File: config.mk
export PLATFORM = sky130hd
export DESIGN_NAME = lut_cfg_gen
export DESIGN_NICKNAME = d
export VERILOG_FILES = /design/src/rtl/lcg_pkg.sv /design/src/rtl/lcg_var_patterns.sv /design/src/rtl/lcg_meta_regfile.sv /design/src/rtl/lcg_meta_fu.sv /design/src/rtl/lut_cfg_gen.sv
export SDC_FILE = /design/constraint.sdc
export NUM_CORES = 1
export LEC_CHECK = 0
export CAP_MARGIN = 20
export CORE_ASPECT_RATIO = 0.7
export CORE_MARGIN = 2
export CORE_UTILIZATION = 55
export DETAILED_ROUTE_END_ITERATION = 10
export DONT_BUFFER_PORTS = 1
export PLACE_DENSITY = 0.7
export SYNTH_ARGS = -nofsm -noshare
export SYNTH_HDL_FRONTEND = slang
export SYNTH_HIERARCHICAL = 1
export SYNTH_SLANG_ARGS = --single-unit
File: constraint.sdc
create_clock -name clk -period 6.4 [get_ports clk]
set_clock_uncertainty 0.05 [all_clocks]
set_input_delay 0.32 -clock clk [delete_from_list [all_inputs] [get_ports clk]]
set_output_delay 0.32 -clock clk [all_outputs]
set_load 0.01 [all_outputs]
File: src/rtl/lcg_pkg.sv
package lcg_pkg;
  typedef enum logic [2:0] {
    OP_AND  = 3'd0,
    OP_ORR  = 3'd1,
    OP_EOR  = 3'd2,
    OP_ADD  = 3'd3,
    OP_SEED = 3'd4,
    OP_END  = 3'd5
  } lcg_op_e;
endpackage

File: src/rtl/lcg_var_patterns.sv
module lcg_var_patterns #(
  parameter int NUM_VARS = 4,
  parameter int PAT_W    = 16
) (
  output logic [NUM_VARS-1:0][PAT_W-1:0] pats
);
  // Row j of the truth table: variable k takes bit k of j
  for (genvar k = 0; k < NUM_VARS; k++) begin : g_var
    for (genvar j = 0; j < PAT_W; j++) begin : g_row
      assign pats[k][j] = ((j >> k) % 2) == 1;
    end
  end
endmodule

File: src/rtl/lcg_meta_regfile.sv
module lcg_meta_regfile #(
  parameter int NUM_REGS = 16,
  parameter int PAT_W    = 16,
  parameter int RW       = 4
) (
  input  logic             clk,
  input  logic             rst_n,
  input  logic             clr,
  input  logic             we,
  input  logic [RW-1:0]    waddr,
  input  logic [PAT_W-1:0] wdata,
  input  logic [RW-1:0]    raddr_a,
  input  logic [RW-1:0]    raddr_b,
  output logic [PAT_W-1:0] rdata_a,
  output logic [PAT_W-1:0] rdata_b,
  output logic             rdef_a,
  output logic             rdef_b
);
  logic [PAT_W-1:0]    mem [NUM_REGS];
  logic [NUM_REGS-1:0] defd;

  always_ff @(posedge clk or negedge rst_n) begin
    if (!rst_n)   defd <= '0;
    else if (clr) defd <= '0;
    else if (we)  defd[waddr] <= 1'b1;
  end

  always_ff @(posedge clk) begin
    if (we) mem[waddr] <= wdata;
  end

  assign rdata_a = mem[raddr_a];
  assign rdata_b = mem[raddr_b];
  assign rdef_a  = defd[raddr_a];
  assign rdef_b  = defd[raddr_b];
endmodule

File: src/rtl/lcg_meta_fu.sv
module lcg_meta_fu
  import lcg_pkg::*;
#(
  parameter int PAT_W = 16
) (
  input  logic [2:0]       op,
  input  logic [PAT_W-1:0] a,
  input  logic [PAT_W-1:0] b,
  input  logic [PAT_W-1:0] cin,
  output logic [PAT_W-1:0] res,
  output logic [PAT_W-1:0] gen,
  output logic [PAT_W-1:0] prop
);
  always_comb begin
    gen  = a & b;
    prop = a ^ b;
    case (op)
      OP_AND:  res = a & b;
      OP_ORR:  res = a | b;
      OP_EOR:  res = a ^ b;
      OP_ADD:  res = prop ^ cin;
      default: res = '0;
    endcase
  end
endmodule

File: src/rtl/lut_cfg_gen.sv
module lut_cfg_gen
  import lcg_pkg::*;
#(
  parameter int NUM_VARS = 4,
  parameter int MAX_ADD  = 2,
  parameter int NUM_REGS = 16
) (
  input  logic                                clk,
  input  logic                                rst_n,
  input  logic                                ins_valid,
  output logic                                ins_ready,
  input  logic [2:0]                          ins_op,
  input  logic [$clog2(NUM_REGS)-1:0]         ins_dst,
  input  logic [$clog2(NUM_REGS)-1:0]         ins_src_a,
  input  logic [$clog2(NUM_REGS)-1:0]         ins_src_b,
  output logic                                done,
  output logic                                err,
  output logic [(1<<NUM_VARS)-1:0]            cfg_out0,
  output logic [(1<<NUM_VARS)-1:0]            cfg_out1,
  output logic [MAX_ADD*(1<<NUM_VARS)-1:0]    cfg_g,
  output logic [MAX_ADD*(1<<NUM_VARS)-1:0]    cfg_p
);
  localparam int RW    = $clog2(NUM_REGS);
  localparam int PAT_W = 1 << NUM_VARS;
  localparam int CW    = $clog2(NUM_VARS + 1);
  localparam int VW    = (NUM_VARS > 1) ? $clog2(NUM_VARS) : 1;
  localparam logic [CW:0]   NV_L = (CW+1)'(NUM_VARS);
  localparam logic [CW-1:0] MA_L = CW'(MAX_ADD);

  logic [NUM_VARS-1:0][PAT_W-1:0] pats;
  logic [PAT_W-1:0] rd_a, rd_b, fu_res, fu_gen, fu_prop, wdata, seed_pat, cin_pat;
  logic             def_a, def_b, fire, is_end, op_err, wr, we;
  logic [CW-1:0]    in_cnt, add_cnt;
  logic [CW:0]      used;
  logic [VW-1:0]    cin_idx;
  logic             done_q, err_q, err_o;
  logic [MAX_ADD-1:0][PAT_W-1:0] g_q, p_q, go_q, po_q;
  logic [PAT_W-1:0] out0_q, out1_q;

  lcg_var_patterns #(.NUM_VARS(NUM_VARS), .PAT_W(PAT_W)) u_pats (.pats(pats));

  assign fire      = ins_valid && !done_q;
  assign ins_ready = !done_q;
  assign is_end    = (ins_op == OP_END);
  assign used      = {1'b0, in_cnt} + {1'b0, add_cnt};
  assign seed_pat  = pats[in_cnt[VW-1:0]];

  always_comb cin_idx = VW'(NUM_VARS - 1 - int'(add_cnt));
  assign cin_pat = pats[cin_idx];

  lcg_meta_regfile #(.NUM_REGS(NUM_REGS), .PAT_W(PAT_W), .RW(RW)) u_rf (
    .clk(clk), .rst_n(rst_n), .clr(fire && is_end), .we(we),
    .waddr(ins_dst), .wdata(wdata),
    .raddr_a(ins_src_a), .raddr_b(ins_src_b),
    .rdata_a(rd_a), .rdata_b(rd_b), .rdef_a(def_a), .rdef_b(def_b)
  );

  lcg_meta_fu #(.PAT_W(PAT_W)) u_fu (
    .op(ins_op), .a(rd_a), .b(rd_b), .cin(cin_pat),
    .res(fu_res), .gen(fu_gen), .prop(fu_prop)
  );

  // Rule checks for the instruction on the port
  always_comb begin
    op_err = 1'b0;
    wr     = 1'b0;
    wdata  = fu_res;
    case (ins_op)
      OP_AND, OP_ORR, OP_EOR: begin
        op_err = !(def_a && def_b);
        wr     = 1'b1;
      end
      OP_ADD: begin
        op_err = !(def_a && def_b) || (used >= NV_L) || (add_cnt >= MA_L);
        wr     = 1'b1;
      end
      OP_SEED: begin
        op_err = (used >= NV_L);
        wr     = 1'b1;
        wdata  = seed_pat;
      end
      OP_END:  op_err = !(def_a && def_b);
      default: op_err = 1'b1;
    endcase
  end

  assign we = fire && wr && !op_err && !err_q;

  always_ff @(posedge clk or negedge rst_n) begin
    if (!rst_n) begin
      done_q  <= 1'b0;
      err_q   <= 1'b0;
      err_o   <= 1'b0;
      in_cnt  <= '0;
      add_cnt <= '0;
      g_q     <= '0;
      p_q     <= '0;
      go_q    <= '0;
      po_q    <= '0;
      out0_q  <= '0;
      out1_q  <= '0;
    end else begin
      done_q <= fire && is_end;
      if (fire) begin
        if (is_end) begin
          err_o <= err_q || op_err;
          if (err_q || op_err) begin
            out0_q <= '0;
            out1_q <= '0;
            go_q   <= '0;
            po_q   <= '0;
          end else begin
            out0_q <= rd_a;
            out1_q <= rd_b;
            go_q   <= g_q;
            po_q   <= p_q;
          end
          err_q   <= 1'b0;
          in_cnt  <= '0;
          add_cnt <= '0;
          g_q     <= '0;
          p_q     <= '0;
        end else if (!err_q) begin
          if (op_err) begin
            err_q <= 1'b1;
          end else begin
            if (ins_op == OP_SEED) in_cnt <= in_cnt + CW'(1);
            if (ins_op == OP_ADD) begin
              add_cnt <= add_cnt + CW'(1);
              for (int n = 0; n < MAX_ADD; n++) begin
                if (CW'(n) == add_cnt) begin
                  g_q[n] <= fu_gen;
                  p_q[n] <= fu_prop;
                end
              end
            end
          end
        end
      end
    end
  end

  assign done     = done_q;
  assign err      = err_o;
  assign cfg_out0 = out0_q;
  assign cfg_out1 = out1_q;
  assign cfg_g    = go_q;
  assign cfg_p    = po_q;


  done_pulse_chk: assert property (@(posedge clk) disable iff (!rst_n)
    done |=> !done);


  end_done_chk: assert property (@(posedge clk) disable iff (!rst_n)
    (ins_valid && ins_ready && ins_op == OP_END) |=> done);


  err_blank_chk: assert property (@(posedge clk) disable iff (!rst_n)
    (done && err) |-> (cfg_out0 == '0 && cfg_out1 == '0 && cfg_g == '0 && cfg_p == '0));


  add_limit_chk: assert property (@(posedge clk) disable iff (!rst_n)
    add_cnt <= MA_L);


  var_budget_chk: assert property (@(posedge clk) disable iff (!rst_n)
    used <= NV_L);
endmodule

After elaboration in Yosys (flattened, before gate mapping)

Memory sizes are Yosys's and may differ from the RTL's.
Index checks and enable logic that the tools add are counted.

RAM bits: 256
Flip-flop bits (word level): 185
Input bits: 18
Word-level logic and storage cells: 115
Memories: 1

Reduce and logical (&&, ||, !) cells: 28
Equal/unequal tests: 8
Add/subtract/negate cells: 4
Bitwise logic cells: 5
Mux-type cells: 45
Magnitude comparators: 8

Memories:

| memory   | depth | width | read ports | clocked after memory_dff | write ports | RTL line               | text |
|---|---|---|---|---|---|---|---|
| u_rf.mem | 16    | 16    | 2          | 0                        | 1           | lcg_meta_regfile.sv:19 | `logic [PAT_W-1:0] mem [NUM_REGS];` |

Operators with widths:

| cell                                                                         | count |
|---|---|
| 32-bit 2-to-1 mux                                                            | 10 |
| 16-bit 2-to-1 mux                                                            | 11 |
| 16-bit binary-select mux with 2-bit select                                   | 2 |
| 16-bit case mux with 4 select lines                                          | 1 |
| 16-bit OR                                                                    | 2 |
| 16-bit bitwise XOR                                                           | 2 |
| 3-bit 2-to-1 mux                                                             | 8 |
| 16-bit bitwise AND                                                           | 1 |
| 4-bit by 5-bit less-than comparator with 1-bit output, second input constant | 3 |
| 5-bit AND reduction                                                          | 2 |
| 2-bit nonzero test                                                           | 5 |
| 1-bit 2-to-1 mux                                                             | 9 |
| 1-bit binary-select mux with 4-bit select                                    | 2 |
| 4-bit AND reduction                                                          | 2 |
| 1-bit logical AND                                                            | 7 |
| 3-bit by 1-bit adder with 3-bit output, second input constant                | 2 |
| 3-bit by 2-bit == test with 1-bit output, second input constant              | 2 |
| 3-bit == test, second input constant                                         | 2 |
| 3-bit zero test                                                              | 2 |
| 2-bit by 3-bit less-than comparator with 1-bit output, second input constant | 2 |
| 5-bit OR reduction                                                           | 1 |
| 3-bit by 3-bit adder with 4-bit output                                       | 1 |
| 1-bit demux with 4-bit select                                                | 1 |
| 4-bit by 1-bit >= comparator with 1-bit output, second input constant        | 1 |
| 11 further kinds                                                             | 17 |

Longest topological paths before layout

Word-level depth: 12
Gate-level depth with buffers: 13
Depth with buffers taken out: 10

Hierarchy

The synthesis kept the hierarchy.

Modules (own cells, without submodules):

| module           | sequential area each (um^2) | times used | cells each | area each (um^2) |
|---|---|---|---|---|
| lcg_meta_regfile | 8087.8                      | 1          | 630        | 12394.4 |
| lut_cfg_gen      | 4229.1                      | 1          | 733        | 7978.9 |
| lcg_meta_fu      | 0.0                         | 1          | 171        | 1154.9 |
| lcg_var_patterns | 0.0                         | 1          | 66         | 488.0 |

Least setup slack after synthesis

Ideal clock, no wire load.

Kind: input to register
Start: input ins_src_a[1]
End: memory u_rf.mem[0][0] (enable)
Data required time: 5.941 ns
Arrival: 3.744 ns
Cell stages on the path: 11
Path buffers: 2
Setup slack: 2.197 ns
Path through: clkbuf_1 -> clkbuf_1 -> mux4_2 -> a22oi_1 -> nand2_1 -> nand2_1 -> a211o_1 -> nor2_1 -> and3_1 -> or3b_2 -> nor3_1

Cells in the longest elaborated chain, start to end: 12

RTL lines:

| what                                        | RTL line                                                | text |
|---|---|---|
| from (decl)                                 | lut_cfg_gen.sv:14                                       | `input logic [$clog2(NUM_REGS)-1:0] ins_src_a,` |
| 1-bit binary-select mux with 4-bit select * | lcg_meta_regfile.sv:34                                  | `assign rdef_a = defd[raddr_a];` |
| 1-bit 2-to-1 mux (implied by the code) *    | lcg_meta_regfile.sv:34                                  |  |
| via def_a                                   | lut_cfg_gen.sv:32                                       | `logic def_a, def_b, fire, is_end, op_err, wr, we;` |
| 1-bit logical AND *                         | lut_cfg_gen.sv:70, lut_cfg_gen.sv:74, lut_cfg_gen.sv:82 |  |
| 1-bit zero test *                           | lut_cfg_gen.sv:70, lut_cfg_gen.sv:74, lut_cfg_gen.sv:82 |  |
| 1-bit logical OR (2 in series)              | lut_cfg_gen.sv:74                                       | `op_err = !(def_a && def_b) \|\| (used >= NV_L) \|\| (add_cnt >= MA_L);` |
| 1-bit case mux with 3 select lines *        | lut_cfg_gen.sv:68                                       | `case (ins_op)` |
| 1-bit zero test *                           | lut_cfg_gen.sv:87                                       | `assign we = fire && wr && !op_err && !err_q;` |
| 1-bit logical AND * (2 in series)           | lut_cfg_gen.sv:87                                       |  |
| via we                                      | lut_cfg_gen.sv:32                                       |  |
| 1-bit 2-to-1 mux *                          | lcg_meta_regfile.sv:29                                  | `if (we) mem[waddr] <= wdata;` |
| 1-bit 2-to-1 mux (implied by the code) *    | lcg_meta_regfile.sv:29                                  |  |
| to (decl)                                   | lcg_meta_regfile.sv:19                                  |  |

Mark *: on every way through the listed nets, which the timed path passes. The rest lies on a longest branch. The select of a mux whose other input is x is not followed.

Worst setup path after layout

Start: register add_cnt[1]
End: memory u_rf.mem[3][11] (enable)

Cells in the longest elaborated chain, start to end: 10
Elaborated cells between the ends (all ways): 11
Those cells by class: add/sub (1); order compare (2); mux (3); reduce/logical (5)

RTL lines:

| what                                           | RTL line                             | text |
|---|---|---|
| from (decl)                                    | lut_cfg_gen.sv:33                    | `logic [CW-1:0] in_cnt, add_cnt;` |
| from (signal assigned)                         | lut_cfg_gen.sv:129                   | `add_cnt <= add_cnt + CW'(1);` |
| 3-bit by 3-bit adder with 4-bit output         | lut_cfg_gen.sv:45                    | `assign used = {1'b0, in_cnt} + {1'b0, add_cnt};` |
| 4-bit by 3-bit >= comparator with 1-bit output | lut_cfg_gen.sv:74, lut_cfg_gen.sv:78 |  |
| 1-bit logical OR (2 in series)                 | lut_cfg_gen.sv:74                    |  |
| 1-bit case mux with 3 select lines *           | lut_cfg_gen.sv:68                    |  |
| 1-bit zero test *                              | lut_cfg_gen.sv:87                    |  |
| 1-bit logical AND * (2 in series)              | lut_cfg_gen.sv:87                    |  |
| via we                                         | lut_cfg_gen.sv:32                    |  |
| 1-bit 2-to-1 mux *                             | lcg_meta_regfile.sv:29               |  |
| 1-bit 2-to-1 mux (implied by the code) *       | lcg_meta_regfile.sv:29               |  |

Mark *: on every way through the listed nets, which the timed path passes. The rest lies on a longest branch.

==> impl_results.md <==
- Via count of the first global-routing pass: 13600
- Register-to-register path setup slack: 2.28 ns
- RSZ-0062 raised after global routing: no
- Later-pin clock latency in the skew report: 0.58 ns
- EDFF count, synth: roughly 260
- Final WS setup: 2.28 ns
- Asr flop ratio synth: 0.420
- Met1 routing resource usage after global routing: 0.415
- Critical Path, Cell by Cell: ha_1, nand3_1, a22oi_1, nor2_1, and3_1, or3b_2, nor2_2
- Post-route cell area: 23500 sq um
- Clk root buf: clkbuf_16
- Initial standard-cell utilization of the core: 0.556
- H-tree lvl count: 2
- Worst min-delay path class: in2reg
- Dpl hpwl: 39200 microns
- Most common cell after layout, fill and taps aside: nand2_1
- # Max-Cap Violations: 0
- Launch point of the worst hold path: ins_op[0]
- Dominant delay contributor by cell family on the critical path: simple AND/OR/NAND/NOR gates
- Setup crit end: u_rf/mem[3][11]
- Fin crit share: 0.644
- Final number of hold-violating endpoints: 0
- Post-synth design cell area: 22000 sq um
- Number of nets in the layout: 1599
- GRT Residual Overflow: 0
- DP Area: 22000 sq um
- Area of the core: 39600 sq um
- Share of post-route cells with drive strength above 1: 0.200
- Setup violations, final: 0
- Commonest register cell after synthesis: edfxtp_1
- Delay of the slowest cell on the worst path: 1.01 ns
- Endpoint required time on the critical path: 6.53 ns
- Crit path launch type: flop
- Post-synthesis sequential element count: 441
- Total Power Consumption: around 6.2 mW
- Max-slew headroom: 0.284
- Fin Hold WS: about 0.043 ns
- Launch point of the worst reg-to-reg path: add_cnt[1]
- Crit Reg-Reg Endpoint: u_rf/mem[3][11]
- Iter 0 DRT Violations: 1950
- Average via count per standard cell: 6.61
- Global-route wire length before repair: 88200 microns
- I/O Pins: roughly 120
- Remaining antenna violation count after routing: 0
- Routing usage on met2: 0.427
- DP Cell Count: 2025
- Max stage delay cell, worst path: dfrtp_1
- Final core utilization: 0.593
- Post-Route Setup TNS: 0 ns
- Static leakage: 8.72 nW
- Arrival time of the worst setup path: 4.25 ns
- Sum of routed wire length over all layers: 59400 microns
- Average wire length per cell after detail routing: 28.1 microns
- Count of yosys warnings during synthesis: 6
- Top library cells by usage in the layout, fill and taps aside: 287 x nand2_1, 256 x edfxtp_1, 185 x dfrtp_1
- Area growth from synthesis to layout: 6.64%
- Post-layout minimum cycle time: 4.12 ns
- Worst setup EP type: flop
- Final count of pins violating max slew: 0
- Placer Congestion: roughly 0.96
- Vias: 14000
- Post-synthesis sequential area ratio: 0.559
- Status: complete, no violations
- Overall Global Routing Usage: 0.287
- Post-route insts no fill: ~2100
- Port Buffers: 0
- TritonCTS Buffers: 43
- Clock tree buffer depth: 3
- Average cell area after synthesis: 13.8 sq um
- Std cell rows: 61
- Actual slew at the worst max-slew pin: approximately 1.1 ns
- Syn Inst Count: 1600
- Die X: between 200 and 250 microns
- Global routing usage on met3: 0.0863
- Instance count on the critical path: 7
- Type of the setup path with the least slack: reg2reg
- Cell Pwr Density: 266 nW/um^2
- Die area: 41700 sq um
- # fillers: approximately 3000
- Largest fanout on the critical path: 22
- Clock transition at the registers of the reported paths: 0.06 ns
- TritonCTS clock tree: built
- First element of the critical path: add_cnt[1]
- DRC violation count after routing: 0
- Setup Slack @ Placement: 2.10 ns
- Number of antenna violations at the first check in global routing: 4
- Gr busiest metal: met2
- TritonRoute pass-1 iters: 6
- Depth of the worst register-to-register path: 7
- Pin count of the biggest net entering global routing: 186
- Timing-limited maximum frequency: about 0.24 GHz
- Worst supply voltage drop on vdd: 170 uV
- TritonCTS Sinks: 441
- Critical path buffer and inverter count: 0
- Cts repair resizes: 0
- Diodes inserted: 0
- Height of the die: ~170 microns
- Number of distinct library cell variants in the gate-level netlist after synthesis: 53
[power breakdown]
part,total (mW),switching (mW),internal [mW]
Clock,2.55,1.10,1.46
Combinational,0.610,0.392,0.218
Sequential,3.08,0.0106,3.07
[sequential cells by signal (all words and copies together), names as in the netlist, 3 cells and up]
signal / flops
u_rf/defd: 16
cfg_p: 32
p_q: 32
g_q: 32
add_cnt: 3
u_rf/mem: 256
cfg_out0: 16
cfg_out1: 16
in_cnt: 3
cfg_g: 32
[how the worst min path moves through the flow]
stage	to	slack [ns]	depth (start not counted)
6_report	add_cnt[0]	0.04	2
2_1_floorplan	add_cnt[0]	-0.03	0
4_1_cts	add_cnt[0]	0.01	2
3_3_place_gp	cfg_out1[2]	-0.01	0
3_5_place_dp	cfg_out1[2]	-0.01	0
5_1_grt	add_cnt[0]	0.05	2
[area by class of cell]
class                   count  area, sq um  share of cell area
multi-input cells         996         8730               0.372
well taps                 535          669              0.0285
inverters                  38          144             0.00613
flip-flops and latches    441        12300               0.525
repair buffers             23          210             0.00895
clock inverters            22          199             0.00847
clock buffers              57         1210              0.0516
[synth_stat cells, types with 2 or more instances]
| master | instances | area (sq um) |
|---|---|---|
| a211o_1 | 3 | 26.3 |
| a211oi_1 | 14 | 105 |
| a21oi_1 | 19 | 95.1 |
| a22o_1 | 33 | 289 |
| a22oi_1 | 69 | 518 |
| a31oi_1 | 11 | 68.8 |
| and2_1 | 3 | 18.8 |
| and3_1 | 4 | 25.0 |
| and3b_1 | 3 | 26.3 |
| and4_1 | 3 | 26.3 |
| buf_1 | 3 | 11.3 |
| buf_2 | 34 | 170 |
| buf_4 | 72 | 541 |
| buf_6 | 15 | 169 |
| clkbuf_1 | 61 | 229 |
| conb_1 | 2 | 7.51 |
| dfrtp_1 | 185 | 4630 |
| edfxtp_1 | 256 | 7690 |
| ha_1 | 38 | 475 |
| inv_1 | 37 | 139 |
| mux2_2 | 16 | 180 |
| mux4_2 | 168 | 3780 |
| nand2_1 | 288 | 1080 |
| nand2b_1 | 5 | 31.3 |
| nand3_1 | 6 | 30.0 |
| nand3b_1 | 3 | 22.5 |
| nand4_1 | 2 | 12.5 |
| nand4b_1 | 2 | 17.5 |
| nand4bb_1 | 2 | 22.5 |
| nor2_1 | 38 | 143 |
| nor2b_1 | 21 | 131 |
| nor3_1 | 13 | 65.1 |
| nor3b_1 | 2 | 15.0 |
| o211ai_1 | 3 | 22.5 |
| o21ai_0 | 59 | 295 |
| o21ai_1 | 40 | 200 |
| o2bb2ai_1 | 13 | 114 |
| o2bb2ai_2 | 19 | 285 |
| or2_2 | 7 | 43.8 |
| xor2_1 | 15 | 131 |
[cell families after synthesis]
| family | count (synthesis) | synth area share |
|---|---|---|
| flip-flops | 441 | 0.559 |
| XOR/XNOR | 15 | 0.00597 |
| multiplexers | 184 | 0.180 |
| other | 2 | 0.000341 |
| adder cells (fa/ha/maj) | 38 | 0.0216 |
| buffers and inverters | 225 | 0.0583 |
| AO/OA/AOI/OAI | 289 | 0.0950 |
| AND/OR/NAND/NOR | 406 | 0.0794 |
[layer usage]
metal,wire (microns),part of all wire
met3,7290,0.12
met5,13,0.00022
met4,1710,0.029
met2,26600,0.45
met1,23700,0.40
[timing repair]
action | 4_1_cts | 5_1_grt
hold buffers | 8 | 0
hold endpoints to repair | 201 | 0
setup buffers | 0 | 0
setup endpoints to repair | 0 | 0
Power figures use the tool's default switching activity.
